## src/rtl/i2c_tmr_pkg.sv

```systemverilog
package i2c_tmr_pkg;
  localparam int unsigned FW       = 16;
  localparam int unsigned WW       = 2 * FW;
  localparam int unsigned LOW_ADD  = 2;
  localparam int unsigned HIGH_ADD = 7;

  typedef enum logic [1:0] {
    CMD_NOP   = 2'd0,
    CMD_START = 2'd1,
    CMD_BIT   = 2'd2,
    CMD_STOP  = 2'd3
  } cmd_e;

  typedef enum logic [2:0] {
    ST_IDLE, ST_LEAD, ST_HOLD, ST_LOW, ST_HIGH, ST_PLOW, ST_PHIGH, ST_FREE
  } st_e;

  typedef struct packed {
    logic [FW-1:0] high;
    logic [FW-1:0] rcv;
    logic [FW-1:0] low;
    logic [FW-1:0] xmit;
    logic [FW-1:0] bfree;
    logic [FW-1:0] lead;
  } tmg_t;
endpackage

```

## src/rtl/i2c_tmr_cfg.sv

```systemverilog
module i2c_tmr_cfg
  import i2c_tmr_pkg::*;
(
  input  logic          clk_i,
  input  logic          rst_ni,
  input  logic          load_i,
  input  logic [WW-1:0] w0_i,
  input  logic [WW-1:0] w1_i,
  input  logic [WW-1:0] w2_i,
  output tmg_t          cfg_o
);
  tmg_t cfg_q;

  always_ff @(posedge clk_i or negedge rst_ni) begin
    if (!rst_ni) begin
      cfg_q <= '0;
    end else if (load_i) begin
      cfg_q.high  <= w0_i[WW-1:FW];
      cfg_q.rcv   <= w0_i[FW-1:0];
      cfg_q.low   <= w1_i[WW-1:FW];
      cfg_q.xmit  <= w1_i[FW-1:0];
      cfg_q.bfree <= w2_i[WW-1:FW];
      cfg_q.lead  <= w2_i[FW-1:0];
    end
  end

  assign cfg_o = cfg_q;


  cfg_hold_chk: assert property (@(posedge clk_i) disable iff (!rst_ni)
    !load_i |=> $stable(cfg_q));
endmodule

```

## src/rtl/i2c_tmr_seq.sv

```systemverilog
module i2c_tmr_seq
  import i2c_tmr_pkg::*;
(
  input  logic       clk_i,
  input  logic       rst_ni,
  input  logic       cmd_valid_i,
  input  logic [1:0] cmd_i,
  input  logic       bit_i,
  input  tmg_t       cfg_i,
  output logic       load_o,
  output logic       ready_o,
  output logic       scl_o,
  output logic       sda_o,
  output logic       drive_stb_o,
  output logic       sample_stb_o
);
  st_e           st_q, st_d;
  logic [FW-1:0] cnt_q;
  logic          sda_q, bit_q;
  logic          accept;
  cmd_e          cmd;
  logic [FW-1:0] low_end, high_end, lead_end, free_end;

  assign cmd      = cmd_e'(cmd_i);
  assign ready_o  = (st_q == ST_IDLE) || (st_q == ST_HOLD);
  assign accept   = cmd_valid_i && ready_o;
  assign low_end  = cfg_i.low  + FW'(LOW_ADD - 1);
  assign high_end = cfg_i.high + FW'(HIGH_ADD - 1);
  assign lead_end = cfg_i.lead - FW'(1);
  assign free_end = cfg_i.bfree - FW'(1);
  assign load_o   = accept && (st_q == ST_IDLE) && (cmd == CMD_START);

  always_comb begin
    st_d = st_q;
    unique case (st_q)
      ST_IDLE:  if (load_o) st_d = ST_LEAD;
      ST_LEAD:  if (cnt_q == lead_end) st_d = ST_HOLD;
      ST_HOLD: begin
        if (accept && cmd == CMD_BIT)  st_d = ST_LOW;
        if (accept && cmd == CMD_STOP) st_d = ST_PLOW;
      end
      ST_LOW:   if (cnt_q == low_end)  st_d = ST_HIGH;
      ST_HIGH:  if (cnt_q == high_end) st_d = ST_HOLD;
      ST_PLOW:  if (cnt_q == low_end)  st_d = ST_PHIGH;
      ST_PHIGH: if (cnt_q == high_end) st_d = ST_FREE;
      ST_FREE:  if (cnt_q == free_end) st_d = ST_IDLE;
      default:  st_d = ST_IDLE;
    endcase
  end

  always_ff @(posedge clk_i or negedge rst_ni) begin
    if (!rst_ni) begin
      st_q  <= ST_IDLE;
      cnt_q <= '0;
    end else begin
      st_q  <= st_d;
      cnt_q <= (st_d != st_q) ? '0 : cnt_q + FW'(1);
    end
  end

  assign drive_stb_o  = (st_q == ST_LOW)  && (cnt_q == cfg_i.xmit);
  assign sample_stb_o = (st_q == ST_HIGH) && (cnt_q == cfg_i.rcv);

  always_ff @(posedge clk_i or negedge rst_ni) begin
    if (!rst_ni) begin
      sda_q <= 1'b1;
      bit_q <= 1'b1;
    end else begin
      if (load_o) sda_q <= 1'b0;
      if (st_q == ST_HOLD && accept && cmd == CMD_STOP) sda_q <= 1'b0;
      if (st_q == ST_HOLD && accept && cmd == CMD_BIT)  bit_q <= bit_i;
      if (drive_stb_o) sda_q <= bit_q;
      if (st_q == ST_PHIGH && cnt_q == high_end) sda_q <= 1'b1;
    end
  end

  assign scl_o = !((st_q == ST_HOLD) || (st_q == ST_LOW) || (st_q == ST_PLOW));
  assign sda_o = sda_q;


  sample_in_high_chk: assert property (@(posedge clk_i) disable iff (!rst_ni)
    sample_stb_o |-> scl_o);

  drive_in_low_chk: assert property (@(posedge clk_i) disable iff (!rst_ni)
    drive_stb_o |-> !scl_o);

  drive_update_chk: assert property (@(posedge clk_i) disable iff (!rst_ni)
    drive_stb_o |=> (sda_o == $past(bit_q)));

  start_edge_chk: assert property (@(posedge clk_i) disable iff (!rst_ni)
    (cmd_valid_i && ready_o && cmd_i == 2'd1 && scl_o && sda_o) |=> (scl_o && !sda_o));

  busfree_chk: assert property (@(posedge clk_i) disable iff (!rst_ni)
    ($rose(sda_o) && scl_o) |-> !ready_o);

  idle_ignore_chk: assert property (@(posedge clk_i) disable iff (!rst_ni)
    (cmd_valid_i && ready_o && cmd_i != 2'd1 && scl_o && sda_o) |=> (ready_o && scl_o && sda_o));
endmodule

```

## src/rtl/i2c_scl_timer.sv

```systemverilog
module i2c_scl_timer
  import i2c_tmr_pkg::*;
(
  input  logic          clk_i,
  input  logic          rst_ni,
  input  logic [WW-1:0] tmg_high_rcv_i,
  input  logic [WW-1:0] tmg_low_xmit_i,
  input  logic [WW-1:0] tmg_free_lead_i,
  input  logic          cmd_valid_i,
  input  logic [1:0]    cmd_i,
  input  logic          bit_i,
  output logic          cmd_ready_o,
  output logic          scl_o,
  output logic          sda_o,
  output logic          drive_stb_o,
  output logic          sample_stb_o
);
  tmg_t cfg;
  logic load;

  i2c_tmr_cfg i_cfg (
    .clk_i  (clk_i),
    .rst_ni (rst_ni),
    .load_i (load),
    .w0_i   (tmg_high_rcv_i),
    .w1_i   (tmg_low_xmit_i),
    .w2_i   (tmg_free_lead_i),
    .cfg_o  (cfg)
  );

  i2c_tmr_seq i_seq (
    .clk_i        (clk_i),
    .rst_ni       (rst_ni),
    .cmd_valid_i  (cmd_valid_i),
    .cmd_i        (cmd_i),
    .bit_i        (bit_i),
    .cfg_i        (cfg),
    .load_o       (load),
    .ready_o      (cmd_ready_o),
    .scl_o        (scl_o),
    .sda_o        (sda_o),
    .drive_stb_o  (drive_stb_o),
    .sample_stb_o (sample_stb_o)
  );
endmodule

```

## config.mk

```make
export PLATFORM = sky130hd
export DESIGN_NAME = i2c_scl_timer
export DESIGN_NICKNAME = d
export VERILOG_FILES = /design/src/rtl/i2c_tmr_pkg.sv /design/src/rtl/i2c_tmr_cfg.sv /design/src/rtl/i2c_tmr_seq.sv /design/src/rtl/i2c_scl_timer.sv
export SDC_FILE = /design/constraint.sdc
export NUM_CORES = 1
export LEC_CHECK = 0
export ABC_AREA = 1
export BUFFER_PORTS_ARGS = -buffer_cell sky130_fd_sc_hd__buf_2
export CAP_MARGIN = 20
export CORE_MARGIN = 2
export CORE_UTILIZATION = 45
export CTS_BUF_LIST = sky130_fd_sc_hd__clkbuf_16
export DETAILED_ROUTE_END_ITERATION = 8
export SKIP_CTS_REPAIR_TIMING = 1
export SYNTH_ARGS = -nofsm -noshare
export SYNTH_HDL_FRONTEND = slang
export SYNTH_HIERARCHICAL = 1
export SYNTH_SLANG_ARGS = --single-unit
```

## constraint.sdc

```tcl
create_clock -name clk_i -period 3.67 [get_ports clk_i]
set_clock_uncertainty 0.1 [all_clocks]
set_input_delay 0.367 -clock clk_i [delete_from_list [all_inputs] [get_ports clk_i]]
set_output_delay 0.367 -clock clk_i [all_outputs]
set_load 0.01 [all_outputs]
```

==> flow_summary.yaml, run 1 <==
run_status:
  status: "complete, no violations"
cts:
  tritoncts: "done"
  numClockSinks: 117
  cts_buffer_depth: 2
  clkSlewWorstSetupHoldPaths_ps: 60
  h-tree-depth: 4
  numCtsBuffers: 17
  worstSkewPairLatency_ps: 430
  cts-root-buf: "clkbuf_16"
sta:
  worst_hold_slack_ps: 37.8
  setup_tns_ps: 0
  slew_headroom_pct: 35.1
  setup_viol: 0
  hold_viol: 0
  worstMarginPinSlew_ps: 974
  clock.fmax_mhz: 335
  period_share_pct: 81.3
  grt_setup_unrepaired: "false"
  postLayoutSetupSlackWorst_ps: 685
  finalCriticalPeriod_ps: 2980
  slew_violations: 0
worst_setup_path:
  r2r_start: "i_cfg/cfg_o[81]"
  r2r_slack_ps: 730
  cp-start-kind: "register"
  reg2reg_to: "i_seq/cnt_q[2]"
  path_class: "register to output pin"
  cp-end-kind: "output pin"
  cp.arrival_ps: 2520
  critPathMaxFanout: 10
  critPathRequiredTime_ps: 3200
  reg2reg_depth: 20
final_layout:
  final-instance-count-excl-fill: 1572
  nets: 1437
  area_growth_syn_to_layout_pct: 14.7
  diodes: 0
  n_fill_cell: 1833
  multiInputGateArea_mm2: 0.00457
  regArea_mm2: 0.00293
  drive_gt1_share_pct: 15.0
grt:
  antenna_found_initial: 0
  grt_pass1_wl_um: 37100
  grt_max_degree: 97
  grt_usage_pct: 24.0
  grt.overflow.total: 0
  grt_pass1_vias: 7400
synth:
  ys_seq_elements: 117
  ys_seq_area_share_pct: 35.6
  ys_warn_count: 6
  synth_common_cells: "nand2_1 (562), inv_1 (120), dfrtp_1 (115)"
  synth.largest_area_cell: "dfrtp_1"
  yosys-top-cells-area: "dfrtp_1 (35%), nand2_1 (26%), inv_1 (5.5%)"
  syn_inst: 1236
  synth_fp_nets: 1343
  yosysTopAreaCellShare_pct: 35.0
  synth.avg_cell_area_um2: 6.65
  async_reset_ff_share_pct: 100
  synth_most_common_cell: "nand2_1"
  synth_area_mm2: 0.00822
  synth_ff_type: "dfrtp_1"
  synth_enable_flop_cells: 0
  yosys.cell_types.count: 43
placed_design:
  dpl.hpwl_um: 16000
  pre_cts_ws_ps: 718
  gp_congestion: 0.912
  portBuffers: 106
  dp.cells: 1539
die:
  fp-row-count: 49
  initial_utilization_pct: 45.8
  die_area_mm2: 0.0194
  die_h_um: 139
  die_x_um: 139
  coreArea_mm2: 0.0180
  design.portCount: 107
power_and_ir_drop:
  clock_power_share_pct: 21.6
  netSwitchingPower_mw: 3.39
  p_sw_share_pct: 45.4
  p_per_area_mw_per_mm2: 793
  p_int_mw: 4.09
  power.leakage_nw: 5.13
  vdd_drop_max_mv: 0.639
  p_seq_share_pct: 34.2
  combPwrFrac_pct: 44.2
hold_path:
  min_to: "i_cfg/cfg_o[52]"
  hp-class: "input port to register"
  worstHoldStart: "tmg_low_xmit_i[20]"
  holdPathStages: 3
drt:
  vias: 7756
  remaining_drc_errors: 0
  viasPerCell: 4.93
  drt.antenna.violating_nets: 0
  routed_wl_um: 22300
  dr.pass1.iters: 8
  first_iter_violations: 524
  wl_per_cell_um: 14.2
run:
  cap_violations: 0
-- worst max-delay path, stage by stage (launching register included) --
cell and delay [ps]:
dfrtp_1 620, or2_2 400, a221oi_1 470, nand3_1 150
nor4_1 250, buf_2 200
-- area by class of cell --
class / count / share of cell area [%]
Clock inverter: 15 / 1.50
Multi-Input combinational cell: 954 / 48.5
Timing Repair Buffer: 112 / 6.29
Tap cell: 229 / 3.04
Clock buffer: 17 / 4.51
Inverter: 128 / 5.12
Sequential cell: 117 / 31.1
-- stage by stage --
stage / instance area, um2 / power, mW / utilization, %
2_1_floorplan: 8220 / 5.10 / -
3_3_place_gp: 8850 / 5.82 / 49.3
3_5_place_dp: 8850 / 5.85 / 49.3
4_1_cts: 9420 / 7.51 / 52.4
5_1_grt: 9430 / 8.21 / 52.5
6_report: 9430 / 7.48 / 52.5
-- state kept, by name, summed over array words and instances, names as in the netlist --
register,cells
i_cfg/cfg_o,96
i_seq/cnt_q,16
i_seq/st_q,3
i_seq/bit_q,1
i_seq/sda_o,1
-- power groups by stage --
| stage | Combinational, mW | Sequential, mW | Clock [mW] |
|---|---|---|---|
| after floorplan | 2.76 | 2.34 | 0 |
| after global placement | 3.23 | 2.59 | 0 |
| after detailed placement | 3.27 | 2.58 | 0 |
| after CTS | 3.29 | 2.57 | 1.65 |
| after global routing | 3.83 | 2.67 | 1.70 |
| final | 3.30 | 2.56 | 1.62 |
-- worst max path at each step --
stage / cells after the start / endpoint / slack, ps / startpoint
2_1_floorplan: 21 / i_seq/cnt_q[13] / 1280 / i_cfg/cfg_o[81]
3_3_place_gp: 20 / i_seq/cnt_q[2] / 780 / i_cfg/cfg_o[81]
3_5_place_dp: 20 / i_seq/cnt_q[2] / 720 / i_cfg/cfg_o[81]
4_1_cts: 5 / sample_stb_o / 650 / i_seq/cnt_q[13]
5_1_grt: 20 / i_seq/cnt_q[0] / 390 / i_cfg/cfg_o[81]
6_report: 5 / sample_stb_o / 690 / i_seq/cnt_q[13]
-- logic make-up (layout without fill, tap and decap cells) --
kind of cell	after synthesis	after routing	share of synthesized area, %
multiplexers	1	1	0.137
AND/OR/NAND/NOR	843	843	44.4
AO/OA/AOI/OAI	37	37	2.85
buffers and inverters	165	272	8.83
adder cells (fa/ha/maj)	5	5	0.761
XOR/XNOR	68	68	7.41
flip-flops	117	117	35.6
-- placed cells by master, fill, tap and decap left out, types with 5 or more instances in the layout --
cell type / count
a221oi_1: 5
and2_1: 6
buf_2: 105
buf_4: 5
clkbuf_16: 17
clkinv_1: 5
dfrtp_1: 115
ha_1: 5
inv_1: 121
inv_2: 5
nand2_1: 562
nand2_2: 9
nand3_1: 73
nand3b_1: 11
nand4_1: 18
nor2_1: 105
nor2_2: 12
nor2_4: 17
nor3_1: 10
o21ai_0: 15
o22ai_1: 5
or2_2: 5
xnor2_1: 25
xor2_1: 42
-- layer usage --
layer	vias up	routed length [um]	share of wire [%]	GRT usage, %
met3	30	1190	5.4	4.07
met2	227	9980	45	38.1
met4	0	423	1.9	7.97
met5	-	0	0	0
met1	3506	10700	48	33.4
li1	3993	-	-	-
(Power assumes the default switching activity.)
==> run 2: changes to the inputs <==
Settings changed: PLACE_DENSITY from default to 0.67.
Clock period 3.67 ns to 2.55 ns, I/O delays scaled along.
==> run 2 against run 1 <==
  * The run now ends with setup timing left
  * Non-clock buffer count is 169 higher
  * Utilization is 10 points higher
  * Final cell count is 11% higher
  * Via count is 9.5% higher
  * Largest cell class unchanged
  * Routed wire length is 8.5% higher
  * Register-to-register slack worse by 800 ps
==> flow_summary.yaml, run 2 (synthesis results as in run 1) <==
placed_design:
  portBuffers: 106
  pre_cts_ws_ps: -94.3
  place_area_mm2: 0.00938
  dpl.hpwl_um: 16900
  dp.cells: 1598
  gp_congestion: 0.929
final_layout:
  diodes: 0
  drive_gt1_share_pct: 21.3
  mostFrequentLayoutCell: "nand2_1"
  design_area_mm2: 0.0113
  area_growth_syn_to_layout_pct: 37.2
  final-instance-count-excl-fill: 1741
  layout_common_cells: "nand2_1 (556), inv_1 (118), dfrtp_1 (105), buf_2 (105), dlygate4sd3_1 (97)"
  fin_util_pct: 62.8
  largest_reg_flops: 96
  nets: 1606
hold_path:
  worstHoldStart: "tmg_low_xmit_i[1]"
  hp-class: "input port to register"
sta:
  setup_viol: 17
  worst_hold_slack_ps: 11.8
  period_share_pct: 103
  grt_setup_unrepaired: "true"
  clock.fmax_mhz: 382
  worstMarginPinSlew_ps: 969
  hold_viol: 0
  postLayoutSetupSlackWorst_ps: -67.4
  setup_tns_ps: -906
  slew_headroom_pct: 35.4
  finalCriticalPeriod_ps: 2620
  slew_violations: 0
cts:
  numClockSinks: 117
  cts_buffer_depth: 2
  clkSlewWorstSetupHoldPaths_ps: 60
  tritoncts: "done"
  h-tree-depth: 4
  worstSkewPairLatency_ps: 420
  cts-root-buf: "clkbuf_16"
  numCtsBuffers: 17
power_and_ir_drop:
  netSwitchingPower_mw: 5.22
  power.leakage_nw: 5.94
  p_per_area_mw_per_mm2: 1060
  p_sw_share_pct: 43.7
  clock_power_share_pct: 21.6
  p_int_mw: 6.71
  finalPower_mw: 11.9
  p_seq_share_pct: 30.5
  vdd_drop_max_mv: 0.807
  combPwrFrac_pct: 47.9
worst_setup_path:
  reg2reg_depth: 19
  worstSetupEndpoint: "i_seq/cnt_q[7]"
  cp-end-kind: "register"
  reg2reg_to: "i_seq/cnt_q[7]"
  cp-start-kind: "register"
  cpPeakStageDelay_ps: 410
  path_class: "register to register"
  crit_start: "i_cfg/cfg_o[49]"
  critPathRequiredTime_ps: 2800
  r2r_slack_ps: -70
  r2r_start: "i_cfg/cfg_o[49]"
  cp.arrival_ps: 2870
  cp_slowest_cell: "dfrtp_2"
  cp_cell_sequence: "buf_6 > nand2_2 > nor2_4 > buf_6 > nand3_2 > clkinv_1 > nand3b_1 > nand2_1 > nand4_1 > nor2_2 > nand3_2 > nand2_2 > nand2_2 > nor2_2 > nor2_1 > nor2_2 > nand2_4 > buf_12 > nor2_4"
  critPathMaxFanout: 6
grt:
  grt_usage_pct: 24.3
  grt_pass1_vias: 7820
  antenna_found_initial: 0
  grt_max_degree: 97
  grt_pass1_wl_um: 37800
  grt.overflow.total: 0
run:
  cap_violations: 0
die:
  initial_utilization_pct: 45.8
  fp-row-count: 49
  design.portCount: 107
  coreArea_mm2: 0.0180
  die_x_um: 139
  die_h_um: 139
  die_area_mm2: 0.0194
drt:
  wl_met1_um: 10800
  first_iter_violations: 594
  vias: 8496
  drt.antenna.violating_nets: 0
  remaining_drc_errors: 0
  dr.pass1.iters: 6
  viasPerCell: 4.88
  wl_met3_um: 1180
  routed_wl_um: 24200
  wl_met2_um: 11800
  wl_per_cell_um: 13.9
  dr.max_layer_used: "met4"
run_status:
  violations: "setup timing"
  status: "finished with violations"
==> run 2: cell types whose count changed in the layout (fill, tap and decap cells not counted), sizes merged <==
cell / before / now
dlygate4sd3: 1 / 97
buf: 111 / 184
clkinvlp: 4 / 8
clkinv: 10 / 4
bufinv: 2 / 4
==> run 2: metal layers <==
layer	global-route usage (%)	vias to the layer above
met2	40.9	219
met3	4.45	35
met1	32.0	3907
met4	7.81	0
met5	0	-
li1	-	4335
==> run 2: power by group through the flow <==
| stage | Clock (mW) | Combinational (mW) | Sequential, mW |
|---|---|---|---|
| 3_3_place_gp | 0 | 5.12 | 3.61 |
| 3_5_place_dp | 0 | 5.22 | 3.63 |
| 4_1_cts | 2.61 | 5.26 | 3.60 |
| 2_1_floorplan | 0 | 3.97 | 3.37 |
| 5_1_grt | 2.70 | 6.52 | 3.79 |
| 6_report | 2.58 | 5.71 | 3.64 |
==> run 2: worst max-delay path, delay by kind of cell, from the launching register on <==
| kind | cells | cell delay [ps] |
|---|---|---|
| flops | 1 | 410 |
| simple gates | 15 | 1560 |
| buf+inv | 4 | 470 |
==> run 2: worst min-delay path by stage <==
| stage | to | depth (start not counted) |
|---|---|---|
| CTS | i_cfg/cfg_o[61] | 1 |
| global route | i_cfg/cfg_o[33] | 3 |
| detailed placement | i_cfg/cfg_o[69] | 1 |
| finish | i_cfg/cfg_o[33] | 3 |
| floorplan | i_cfg/cfg_o[0] | 0 |
| global placement | i_cfg/cfg_o[66] | 1 |
==> run 2: final cells by class <==
class	instances	area, um2
Clock buffer	17	425
Clock inverter	15	204
Fill cell	1593	6680
Inverter	128	489
Multi-Input combinational cell	954	4730
Sequential cell	117	2940
Tap cell	229	287
Timing Repair Buffer	281	2200
==> run 3: changes to the inputs <==
Settings changed: SKIP_CTS_REPAIR_TIMING 1 to default.
==> run 3 against run 2 <==
  * Non-clock buffer count up 18
  * Sequential share of layout area shrank 0.41 points
  * Global-route usage is 1.6 points higher
  * Total power up 0.60%
  * Largest cell class unchanged
  * The flow still finishes with violations (setup timing)
  * Setup slack better by 55 ps
==> flow_summary.yaml, run 3 (synthesis results as in run 1) <==
sta:
  hold_viol: 0
  worstMarginPinSlew_ps: 974
  period_share_pct: 100
  finalCriticalPeriod_ps: 2560
  postLayoutSetupSlackWorst_ps: -12.5
  setup_tns_ps: -55.7
  slew_headroom_pct: 35.1
  grt_setup_unrepaired: "true"
  clock.fmax_mhz: 390
  slew_violations: 0
  setup_viol: 12
worst_setup_path:
  cp.arrival_ps: 2770
  r2r_start: "i_cfg/cfg_o[48]"
  r2r_slack_ps: -10
  crit_path_frequent_cell: "nand2_2"
  cp_slowest_cell: "dfrtp_1"
  cp-start-kind: "register"
  critPathMaxFanout: 8
  cp-end-kind: "register"
  cp_cell_sequence: "buf_6 > inv_4 > nor2_4 > buf_6 > nand3_4 > inv_2 > nand3b_1 > nand2_1 > nand4_1 > nor2_2 > nand2_2 > nand2_1 > nand2_2 > nor2_4 > nand2_2 > nand2_2 > nand2_2 > nand2_4 > buf_12 > nor2_4"
  reg2reg_depth: 20
  reg2reg_to: "i_seq/cnt_q[13]"
  critPathRequiredTime_ps: 2760
  path_class: "register to register"
  cpPeakStageDelay_ps: 410
hold_path:
  worstHoldStart: "cmd_i[0]"
  min_to: "i_seq/bit_q"
  hp-class: "input port to register"
  holdPathStages: 3
die:
  fp-row-count: 49
  die_x_um: 139
  die_h_um: 139
  initial_utilization_pct: 45.8
  coreArea_mm2: 0.0180
  die_area_mm2: 0.0194
  design.portCount: 107
grt:
  grt_max_degree: 97
  grt_pass1_wl_um: 40300
  antenna_found_initial: 0
  grt_pass1_vias: 8379
  grt.overflow.total: 0
  grt_usage_pct: 25.9
final_layout:
  drive_gt1_share_pct: 22.9
  diodes: 0
  mostFrequentLayoutCell: "nand2_1"
  area_growth_syn_to_layout_pct: 39.6
  largest_reg_flops: 96
  layout_common_cells: "nand2_1 (555), inv_1 (116), buf_2 (104)"
  nets: 1624
cts:
  numCtsBuffers: 17
  tritoncts: "done"
  h-tree-depth: 4
  numClockSinks: 117
  cts-root-buf: "clkbuf_16"
  clkSlewWorstSetupHoldPaths_ps: 60
  worstSkewPairLatency_ps: 420
  cts_buffer_depth: 2
drt:
  routed_wl_um: 24500
  drt.antenna.violating_nets: 0
  first_iter_violations: 639
  wl_per_cell_um: 13.9
  remaining_drc_errors: 0
  dr.pass1.iters: 7
  vias: 8583
  viasPerCell: 4.88
placed_design:
  portBuffers: 106
  dpl.hpwl_um: 16900
  pre_cts_ws_ps: -94.3
  gp_congestion: 0.929
power_and_ir_drop:
  p_per_area_mw_per_mm2: 1050
  power.leakage_nw: 6.04
  vdd_drop_max_mv: 0.813
run_status:
  status: "finished with violations"
  violations: "setup timing"
run:
  cap_violations: 0
[run 3: cell types whose count changed in the layout (fill, tap and decap cells not counted), sizes merged]
cell         previous run  this run
buf                   184       201
clkinv                  4         3
clkinvlp                8         7
inv                   127       129
dlygate4sd3            97        98
[run 3: worst max-delay path by stage]
stage	end	start	slack, ps
floorplan	i_seq/cnt_q[13]	i_cfg/cfg_o[81]	160
global placement	i_seq/cnt_q[2]	i_cfg/cfg_o[17]	-4
detailed placement	i_seq/cnt_q[1]	i_cfg/cfg_o[17]	-90
CTS	sample_stb_o	i_seq/cnt_q[10]	-40
global route	i_seq/cnt_q[3]	i_cfg/cfg_o[2]	-230
finish	i_seq/cnt_q[13]	i_cfg/cfg_o[48]	-10
[run 3: per-stage QoR]
| step | util [%] | power (mW) | cell area (um2) | hold WS, ps | cells |
|---|---|---|---|---|---|
| floorplan | - | 7.34 | 8220 | -141 | 1236 |
| finish | 63.9 | 12.0 | 11500 | 135 | 1759 |
| detailed placement | 52.2 | 8.84 | 9380 | 224 | 1598 |
| global placement | 52.2 | 8.73 | 9380 | 217 | 1598 |
| CTS | 61.7 | 11.7 | 11100 | 118 | 1733 |
| global route | 63.9 | 13.1 | 11500 | 136 | 1759 |
[run 3: what timing repair did]
item,in CTS,in global routing
gates resized for setup,20,54
setup endpoints to repair,18,19
hold buffers,98,0
endpoints found under the hold margin,142,0
pin swaps,12,24
setup buffers,5,28
[run 3: power breakdown]
part / internal, mW / leakage (nW) / total (mW) / switching (mW)
clock network: 1.64 / 0.284 / 2.57 / 0.938
logic: 2.43 / 4.29 / 5.78 / 3.35
registers: 2.69 / 1.46 / 3.64 / 0.958
total: 6.76 / 6.04 / 12.0 / 5.24
[run 3: final cells by class]
class,count,area (um2)
Tap cell,229,287
Inverter,128,495
Clock inverter,15,204
Timing Repair Buffer,299,2360
Fill cell,1574,6490
Clock buffer,17,425
Sequential cell,117,2950
Multi-Input combinational cell,954,4750
[run 3: layer usage]
layer | GRT usage, % | wire (um) | vias up
met5 | 0 | 0 | -
met4 | 8.24 | 423 | 0
met3 | 4.77 | 1390 | 41
met2 | 44.7 | 12000 | 249
met1 | 33.0 | 10700 | 3924
li1 | - | - | 4369
[run 3: worst max-delay path, delay by kind of cell, from the launching register on]
kind	cells	cell delay (ps)
buf+inv	5	530
flops	1	410
simple gates	15	1400
